[config.mk]
export PLATFORM = sky130hd
export DESIGN_NAME = wayq_victim_pick
export DESIGN_NICKNAME = d
export VERILOG_FILES = /design/src/rtl/wayq_victim_pick.sv
export SDC_FILE = /design/constraint.sdc
export NUM_CORES = 1
export LEC_CHECK = 0
export BUFFER_PORTS_ARGS = -buffer_cell sky130_fd_sc_hd__buf_4
export CORE_ASPECT_RATIO = 2
export CORE_MARGIN = 3
export CORE_UTILIZATION = 47
export CTS_CLUSTER_SIZE = 40
export DETAILED_ROUTE_END_ITERATION = 8
export GPL_ROUTABILITY_DRIVEN = 0
export PLACE_DENSITY = 0.78
export SLEW_MARGIN = 20
export SYNTH_ARGS = -nofsm -noshare
export SYNTH_HDL_FRONTEND = slang
export SYNTH_SLANG_ARGS = --single-unit
[constraint.sdc]
create_clock -name clk -period 38.2 [get_ports clk]
set_clock_uncertainty 0.15 [all_clocks]
set_input_delay 5.73 -clock clk [delete_from_list [all_inputs] [get_ports clk]]
set_output_delay 5.73 -clock clk [all_outputs]
set_load 0.05 [all_outputs]
[src/rtl/wayq_victim_pick.sv]
module wayq_victim_pick #(
  parameter int WAYS  = 16,
  parameter int CORES = 2,
  parameter int AGE_W = 4,
  localparam int CID_W = (CORES > 1) ? $clog2(CORES) : 1,
  localparam int WAY_W = (WAYS > 1) ? $clog2(WAYS) : 1,
  localparam int CNT_W = $clog2(WAYS + 1)
) (
  input  logic                   clk,
  input  logic                   rst_n,
  input  logic                   miss_vld,
  input  logic [CID_W-1:0]       req_core,
  input  logic [WAYS-1:0]        line_vld,
  input  logic [WAYS*CID_W-1:0]  line_owner,
  input  logic [WAYS*AGE_W-1:0]  line_age,
  input  logic [CORES*CNT_W-1:0] quota,
  output logic                   victim_vld,
  output logic [WAY_W-1:0]       victim_way
);

  logic [WAYS-1:0]  mine, other, pool, cand;
  logic [CNT_W-1:0] own_cnt, req_quota;
  logic             under, full;
  logic [WAY_W-1:0] inv_way, old_way, pick_way;
  logic [AGE_W-1:0] old_age;
  logic             old_found;

  for (genvar i = 0; i < WAYS; i++) begin : g_own
    assign mine[i] = line_vld[i] && (line_owner[i*CID_W +: CID_W] == req_core);
  end

  assign other     = line_vld & ~mine;
  assign own_cnt   = CNT_W'($countones(mine));
  assign req_quota = quota[req_core*CNT_W +: CNT_W];
  assign under     = own_cnt < req_quota;
  assign full      = &line_vld;
  assign pool      = under ? other : mine;
  assign cand      = (pool != '0) ? pool : line_vld;

  always_comb begin
    inv_way = '0;
    for (int i = WAYS - 1; i >= 0; i--)
      if (!line_vld[i]) inv_way = WAY_W'(i);
  end

  always_comb begin
    old_way   = '0;
    old_age   = '0;
    old_found = 1'b0;
    for (int i = 0; i < WAYS; i++) begin
      if (cand[i] && (!old_found || line_age[i*AGE_W +: AGE_W] > old_age)) begin
        old_way   = WAY_W'(i);
        old_age   = line_age[i*AGE_W +: AGE_W];
        old_found = 1'b1;
      end
    end
  end

  assign pick_way = full ? old_way : inv_way;

  always_ff @(posedge clk) begin
    if (!rst_n) begin
      victim_vld <= 1'b0;
      victim_way <= '0;
    end else begin
      victim_vld <= miss_vld;
      if (miss_vld) victim_way <= pick_way;
    end
  end

  logic [WAYS-1:0] snap_vld, snap_mine, snap_other;
  logic            snap_under;

  always_ff @(posedge clk) begin
    if (!rst_n) begin
      snap_vld   <= '1;
      snap_mine  <= '0;
      snap_other <= '0;
      snap_under <= 1'b0;
    end else if (miss_vld) begin
      snap_vld   <= line_vld;
      snap_mine  <= mine;
      snap_other <= other;
      snap_under <= under;
    end
  end

  a_r2_strobe: assert property (@(posedge clk) disable iff (!rst_n)
    miss_vld |=> victim_vld);

  a_r2_quiet: assert property (@(posedge clk) disable iff (!rst_n)
    !miss_vld |=> !victim_vld);

  a_r3_empty_first: assert property (@(posedge clk) disable iff (!rst_n)
    (victim_vld && !(&snap_vld)) |-> !snap_vld[victim_way]);

  a_r4_other_pool: assert property (@(posedge clk) disable iff (!rst_n)
    (victim_vld && (&snap_vld) && snap_under && (snap_other != '0)) |-> !snap_mine[victim_way]);

  a_r5_own_pool: assert property (@(posedge clk) disable iff (!rst_n)
    (victim_vld && (&snap_vld) && !snap_under && (snap_mine != '0)) |-> snap_mine[victim_way]);

endmodule

Word level (Yosys, flattened, before mapping). Index checks and enable logic that the tools add are counted. W data, S select, Z words.

$lt $le $gt $ge: 16. Equal/unequal tests: 16. $mul: 1. Mux-type cells: 64. Shift operators: 1. Reductions and logical operators: 63. Add/sub/neg operators: 15. Bitwise operators: 2.

Operators with widths (number): $mux W4 (46); $gt A4 B4 Y1 (15); $mux W16 (2); $logic_and A1 B1 Y1 (31); $add A1 B1 Y2 (8); $and A16 B16 Y16 (1); $eq A1 B1 Y1 (16); $mux W1 (16); $not A16 Y16 (1); $reduce_and A16 Y1 (1); $reduce_bool A16 Y1 (1); $logic_not A1 Y1 (15); $logic_or A1 B1 Y1 (15); $add A2 B2 Y3 (4); $shiftx A10 B5 Y5 (1); $add A3 B3 Y4 (2); $add A4 B4 Y5 (1); $lt A5 B5 Y1 (1); $mul A1 B3 Y4 const B (1).

Register bits after elaboration: 5. Bits of input ports: 110. Output and inout bits: 5.

Depth between registers and ports, before layout. Gate-level depths: netlist of run 1.

Depth after elaboration: 72. Depth in mapped cells: 175. Depth with buffers taken out: 165.

Least setup slack after synthesis of run 1. No wires, ideal clock.

Path kind: input -> register. Start point: input port req_core. End point: register victim_way[2]. Setup slack: 4018 ps. Data arrival time: 33911 ps. Cell stages on the path: 160. Path buffers: 9. Path through: buf_4 xor2_1 or2_2 fa_1 inv_1 fa_1 inv_1 fa_1 fa_1 inv_1 ha_1 fa_1 a21oi_1 nor2b_1 ha_1 nand4_1 o221ai_4 mux2_2 [124 not listed] a21oi_1 a41oi_1 nor2_1 nor2_1 clkbuf_1 a22o_1 a21oi_1 ha_1 nor2b_1 o21ai_0 nand2b_1 a21oi_1 a41oi_1 a21oi_1 o21ai_0 nor2_1 o21ai_0 o311a_1.

Word-level cells in the longest chain between the ends: 72. Elaborated cells on any way between the ends: 159. Those cells by class: 15 x add/sub; 1 x mul; 16 x order compare; 16 x eq/ne; 1 x shift; 46 x mux; 2 x bitwise; 62 x reduce/logical.

RTL lines: start: declaration (RTL line 12) `input logic [CID_W-1:0] req_core,`; $eq A1 B1 Y1 (RTL line 29) `assign mine[i] = line_vld[i] && (line_owner[i*CID_W +: CID_W] == req_core);`; $logic_and A1 B1 Y1 (RTL line 29); $add A1 B1 Y2 (implied by the code) (RTL line 33) `assign own_cnt = CNT_W'($countones(mine));`; $add A2 B2 Y3 (implied by the code) (RTL line 33); $add A3 B3 Y4 (implied by the code) (RTL line 33); $add A4 B4 Y5 (implied by the code) (RTL line 33); $lt A5 B5 Y1 (RTL line 35) `assign under = own_cnt < req_quota;`; $mux W16 * (RTL line 37) `assign pool = under ? other : mine;`; [56 not listed]; $logic_or A1 B1 Y1 (RTL line 51) `if (cand[i] && (!old_found || line_age[i*AGE_W +: AGE_W] > old_age)) begin`; $logic_and A1 B1 Y1 (RTL line 51); $mux W4 or $mux W1 (tied branches) (RTL line 51); $gt A4 B4 Y1 or $logic_not A1 Y1 (tied branches) (RTL line 51); $logic_or A1 B1 Y1 (RTL line 51); $logic_and A1 B1 Y1 (RTL line 51); $mux W4 * (RTL line 51); $mux W4 * (RTL line 59) `assign pick_way = full ? old_way : inv_way;`; end signal: assignment (RTL line 67) `if (miss_vld) victim_way <= pick_way;`; end: declaration (RTL line 18) `output logic [WAY_W-1:0] victim_way`.

Every way passes the cells marked *; elsewhere a longest branch is shown, timed or not. A chain may end at the register's enable or synchronous reset.

Worst setup path after layout of run 1. Ends and elaborated chain as after synthesis.

==> impl_metrics.csv, run 1 <==
group,metric,value,unit
status,status,"complete, no violations",
job,max_cap_violations,0,
synthesis,yosysWarnings,0,
sta,fin_tns_setup,0,ps
setup_path,cp_max_fo,21,
clock_network,path_clk_slew,30,ps
sta,worst_pin_slew,796.6,ps
grt,grt_max_degree,22,
finish,final_net_count,969,
floorplanning,core,9763,µm²
clock_network,clk_latency,230,ps
clock_network,ctsHtreeMaxLevel,1,
sta,hold_viol_final,0,
routing,drc_errors,0,
synthesis,synth_area,4720,µm²
synthesis,async_reset_ff_share,0,%
finish,multi_input_area,4444,µm²
synthesis,yosysSeqAreaShare,2.121,%
finish,regArea,100.1,µm²
setup_path,cp-end-kind,"register",
synthesis,ys_types,83,
finish,final_cell_mix,"buf_4 (137), inv_1 (65), ha_1 (61)",
clock_network,cts-buffers-inserted,3,
clock_network,cts_root_buffer,"clkbuf_16",
clock_network,cts_tree,"done",
sta,fin_crit,36380,ps
routing,vias,5747,
sta,slew_violations,0,
grt,antenna_found_initial,0,
routing,wire_per_inst,17.15,µm
worst_hold_path,hp-class,"reg2reg",
place,hpwl,13170,µm
finish,final_common_cell,"buf_4",
floorplanning,die_h,147.7,µm
finish,layout-area-overhead-vs-synth,29.61,%
routing,via_per_inst,6.254,
setup_path,cp.arrival,36340,ps
place,portBuffers,114,
setup_path,critical_path.max_stage_delay,560,ps
floorplanning,die_w,76.86,µm
finish,drive_gt1_share,25.54,%
clock_network,postCtsHoldBufs,0,
grt,grt_pass1_wl,24540,µm
routing,wirelength,15760,µm
sta,setup_viol,0,
synthesis,avgSynthCellArea,7.173,µm²
sta,fin_crit_sh,95.23,%
floorplanning,die_area,11350,µm²
grt,track_usage,25.82,%
synthesis,synth_cells,658,
setup_path,path_class,"in2reg",
synthesis,synth_edf_count,0,
sta,slew_headroom,46.33,%
synthesis,ys_ff_latch,5,
grt,grt_pass1_vias,5645,
grt,overflow,0,
finish,fillers,876,
floorplanning,fp-row-count,51,
sta,clock.fmax,0.02749,GHz
routing,drt_iter0_markers,329,
setup_path,critPathMostFrequentCell,"a21oi_1",
finish,fin_util,62.66,%
synthesis,synth_nets,839,
setup_path,cp_slowest_cell,"fa_1",
clock_network,cts_sinks,5,
clock_network,clockBufferDepth,2,
setup_path,start_kind,"input port",
floorplanning,ios,115,
floorplanning,initial_core_util,48.34,%
routing,antenna_left,0,
setup_path,crit_required,38160,ps
synthesis,synthFlopType,"dfxtp_1",
routing,dr.pass1.iters,7,
finish,antenna_cells,0,
synth_stat cells (3+ instances only):
cell	number	area share (%)
a21oi_1	51	5.4
a41oi_1	4	0.74
a41o_1	4	0.85
a22o_1	3	0.56
o22ai_1	5	0.66
o2111ai_1	7	1.3
xor2_1	9	1.7
xnor2_1	23	4.3
buf_2	6	0.64
a211oi_1	4	0.64
or2_2	8	1.1
o31ai_1	5	0.80
mux2_2	7	1.7
inv_1	65	5.2
a311oi_1	5	0.93
or3_1	4	0.53
ha_1	61	16
nand2_1	43	3.4
o21ai_0	44	4.7
and3_1	5	0.66
a22oi_1	12	1.9
o311ai_0	4	0.74
nor3_1	10	1.1
nor2b_1	19	2.5
o21a_1	16	2.5
mux2i_1	13	2.8
a21o_1	18	2.9
o22a_1	4	0.74
fa_1	10	4.2
dfxtp_1	5	2.1
o21ai_1	7	0.74
nand3_1	21	2.2
o211ai_1	10	1.6
clkbuf_1	6	0.48
and2_1	12	1.6
nor2_1	38	3.0
nand2b_1	10	1.3
nand4_1	13	1.7
a31oi_1	6	0.80
o21bai_1	3	0.48
o311ai_1	3	0.56
final cells by class:
| type | count | area share [%] |
|---|---|---|
| Clock buffer | 3 | 1.227 |
| Multi-Input combinational cell | 572 | 72.65 |
| Clock inverter | 1 | 0.08182 |
| Timing Repair Buffer | 140 | 17.65 |
| Inverter | 66 | 4.050 |
| Sequential cell | 5 | 1.636 |
| Tap cell | 132 | 2.700 |
routing by layer:
metal / track usage [%] / routed length, µm
met5: 0 / 0
met4: 12.43 / 736
met3: 1.707 / 742
met2: 54.28 / 9008
met1: 23.88 / 5277
through the flow:
stage	instance area [µm²]	setup WS (ps)	hold WS, ps	instances
2_1_floorplan	4720	4018	531.3	658
3_3_place_gp	5665	834.0	310.8	890
3_5_place_dp	5665	-219.5	315.2	890
4_1_cts	5753	42.34	319.8	894
5_1_grt	6117	-304.2	340.0	919
6_report	6117	1820	314.5	919
kinds of logic after synthesis:
logic type      synth area share (%)
buf+inv                        7.158
mux                            4.427
xor+xnor                       5.939
compound gates                 37.96
simple gates                   21.55
fa+ha+maj                      20.84
flops                          2.121
worst max-delay path: cells and delay by family:
family	cells	cell delay [ps]
muxes	7	1930
AOI/OAI and AO/OA	75	13070
and+or+nand+nor	37	5700
buffers and inverters	14	1660
adders and majority gates	24	8040
xor gates and xnor gates	1	150
worst paths after layout:
kind / startpoint / to / slack (ps) / depth (start not counted)
worst min-delay path: victim_way[3] / victim_way[3] / 310 / 2
worst max-delay path: req_core / victim_way[2] / 1820 / 158
worst min register to register: victim_way[3] / victim_way[3] / 310 / 2
worst max register to register: victim_way[0] / victim_way[0] / 37030 / 4
registers in the layout, summed over array words and instances (netlist names):
signal / cells
victim_way: 4
victim_vld: 1
repair_timing:
action | 4_1_cts | 5_1_grt
pin swaps | 0 | 8
buffers inserted | 0 | 24
setup endpoints to repair | 3 | 4
resized for setup | 2 | 34
gates cloned | 0 | 1
Power of run 1 is not shown: default switching activity piles up to over one toggle a cycle in this logic, so the estimate is an artifact.
==> run 2, diff against run 1 <==
==> constraint.sdc (replaced) <==
create_clock -name clk -period 35 [get_ports clk]
set_clock_uncertainty 0.15 [all_clocks]
set_input_delay 5.25 -clock clk [delete_from_list [all_inputs] [get_ports clk]]
set_output_delay 5.25 -clock clk [all_outputs]
set_load 0.05 [all_outputs]
==> run 2 against run 1 <==
Against the previous run:
- critical path depth down 1
- via count is 9.3% higher
- worst hold slack better by 18 ps
- critical endpoint unchanged
- sequential cell count did not move
- non-clock buffer count is 49 higher
- sequential share of layout area decreased by 0.20 points
==> impl_metrics.csv, run 2 (same netlist as run 1, synthesis figures left out) <==
group,metric,value,unit
place,hpwl,13590,µm
finish,fillers,727,
finish,antenna_cells,0,
floorplanning,die_w,76.86,µm
sta,fin_tns_setup,0,ps
routing,vias,6281,
routing,drc_errors,0,
sta,fin_crit_sh,98.02,%
floorplanning,ios,115,
routing,wire_per_inst,19.21,µm
sta,fin_crit,34310,ps
setup_path,r2r_slack,33850,ps
setup_path,cp_slowest_cell,"or4_4",
finish,final_net_count,1018,
setup_path,rr_endpoint,"victim_way[0]",
routing,drt_iter0_markers,433,
worst_hold_path,worstHoldPathCells,2,
floorplanning,initial_core_util,48.34,%
sta,setup_ws,692.6,ps
grt,track_usage,27.03,%
setup_path,cp-end-kind,"register",
finish,fin_area,6982,µm²
grt,grt_pass1_vias,6043,
clock_network,cts_sinks,5,
sta,worst_pin_slew,789.8,ps
grt,overflow,0,
finish,largest-register,"victim_way",
finish,fin_util,71.51,%
sta,slew_violations,0,
setup_path,cp.arrival,34270,ps
clock_network,clockBufferDepth,2,
setup_path,regToRegStartpoint,"victim_way[0]",
floorplanning,core,9763,µm²
clock_network,path_clk_slew,30,ps
clock_network,ctsHtreeMaxLevel,1,
floorplanning,die_h,147.7,µm
clock_network,cts_root_buffer,"clkbuf_16",
setup_path,critical_path.max_stage_delay,570,ps
place,placed_area,5921,µm²
worst_hold_path,hold_end,"victim_way[3]",
setup_path,crit_required,34960,ps
place,portBuffers,114,
status,status,"complete, no violations",
grt,grt_pass1_wl,25720,µm
sta,slew_headroom,46.99,%
clock_network,cts_tree,"done",
clock_network,clk_latency,230,ps
setup_path,path_class,"in2reg",
routing,via_per_inst,6.489,
grt,antenna_found_initial,0,
worst_hold_path,hp-class,"reg2reg",
routing,antenna_left,0,
finish,multi_input_area,4911,µm²
setup_path,start_kind,"input port",
floorplanning,die_area,11350,µm²
sta,setup_viol,0,
clock_network,cts-buffers-inserted,3,
finish,final_cell_mix,"buf_4 (181), inv_1 (62), ha_1 (49)",
sta,clock.fmax,0.02915,GHz
job,max_cap_violations,0,
finish,reg_top3,"victim_way (4), victim_vld (1)",
finish,largest_reg_flops,4,
clock_network,postCtsHoldBufs,0,
sta,hold_viol_final,0,
finish,regArea,100.1,µm²
routing,wirelength,18590,µm
grt,grt_max_degree,22,
setup_path,cp_max_fo,21,
routing,dr.pass1.iters,6,
setup_path,worst_r2r_path_depth,4,
finish,layout-area-overhead-vs-synth,47.93,%
finish,drive_gt1_share,38.52,%
floorplanning,fp-row-count,51,
setup_path,critPathMostFrequentCell,"ha_1",
finish,final_common_cell,"buf_4",
place,dp_worst_setup_slack,-1209,ps
worst_hold_path,hold_start,"victim_way[3]",
-- run 2: how the worst max path moves through the flow --
stage	from	end	slack [ps]	cells past startpoint
2_1_floorplan	req_core	victim_way[2]	1300	160
3_3_place_gp	req_core	victim_way[2]	-110	158
3_5_place_dp	req_core	victim_way[2]	-1210	157
4_1_cts	req_core	victim_way[2]	6	159
5_1_grt	req_core	victim_way[2]	-580	160
6_report	req_core	victim_way[2]	690	157
-- run 2: per-layer routing --
metal | routed length (µm) | part of all wire [%] | vias to the layer above | GRT usage, %
met4 | 1238 | 6.7 | 0 | 16.88
met1 | 6090 | 33 | 2928 | 24.26
met3 | 1062 | 5.7 | 121 | 2.378
met5 | 0 | 0 | - | 0
met2 | 10200 | 55 | 384 | 55.42
li1 | - | - | 2848 | -
-- run 2: repair_timing --
item | 4_1_cts | 5_1_grt
cloned | 1 | 1
pin swaps | 4 | 70
endpoints found under the setup margin | 4 | 4
setup buffers | 6 | 32
resized for setup | 16 | 130
-- run 2: cell type report --
type,count,share of cell area (%)
Multi-Input combinational cell,572,70.34
Timing Repair Buffer,189,21.13
Inverter,66,3.584
Tap cell,132,2.366
Sequential cell,5,1.434
Clock buffer,3,1.075
Clock inverter,1,0.07168
-- run 2: through the flow --
step | std cells | hold WS (ps)
after floorplan | 658 | 531.3
after global placement | 924 | 311.4
after detailed placement | 924 | 319.6
after CTS | 935 | 339.1
after global routing | 968 | 348.8
final | 968 | 332.9
-- run 2: worst max-delay path, delay by kind of cell --
| family | cells | cell delay (ps) |
|---|---|---|
| multiplexers | 6 | 1470 |
| adder cells (fa/ha/maj) | 24 | 7640 |
| AO/OA/AOI/OAI | 76 | 12240 |
| XOR/XNOR | 3 | 700 |
| AND/OR/NAND/NOR | 28 | 4320 |
| buffers and inverters | 20 | 2620 |
Power of run 2 is left out for the same reason.
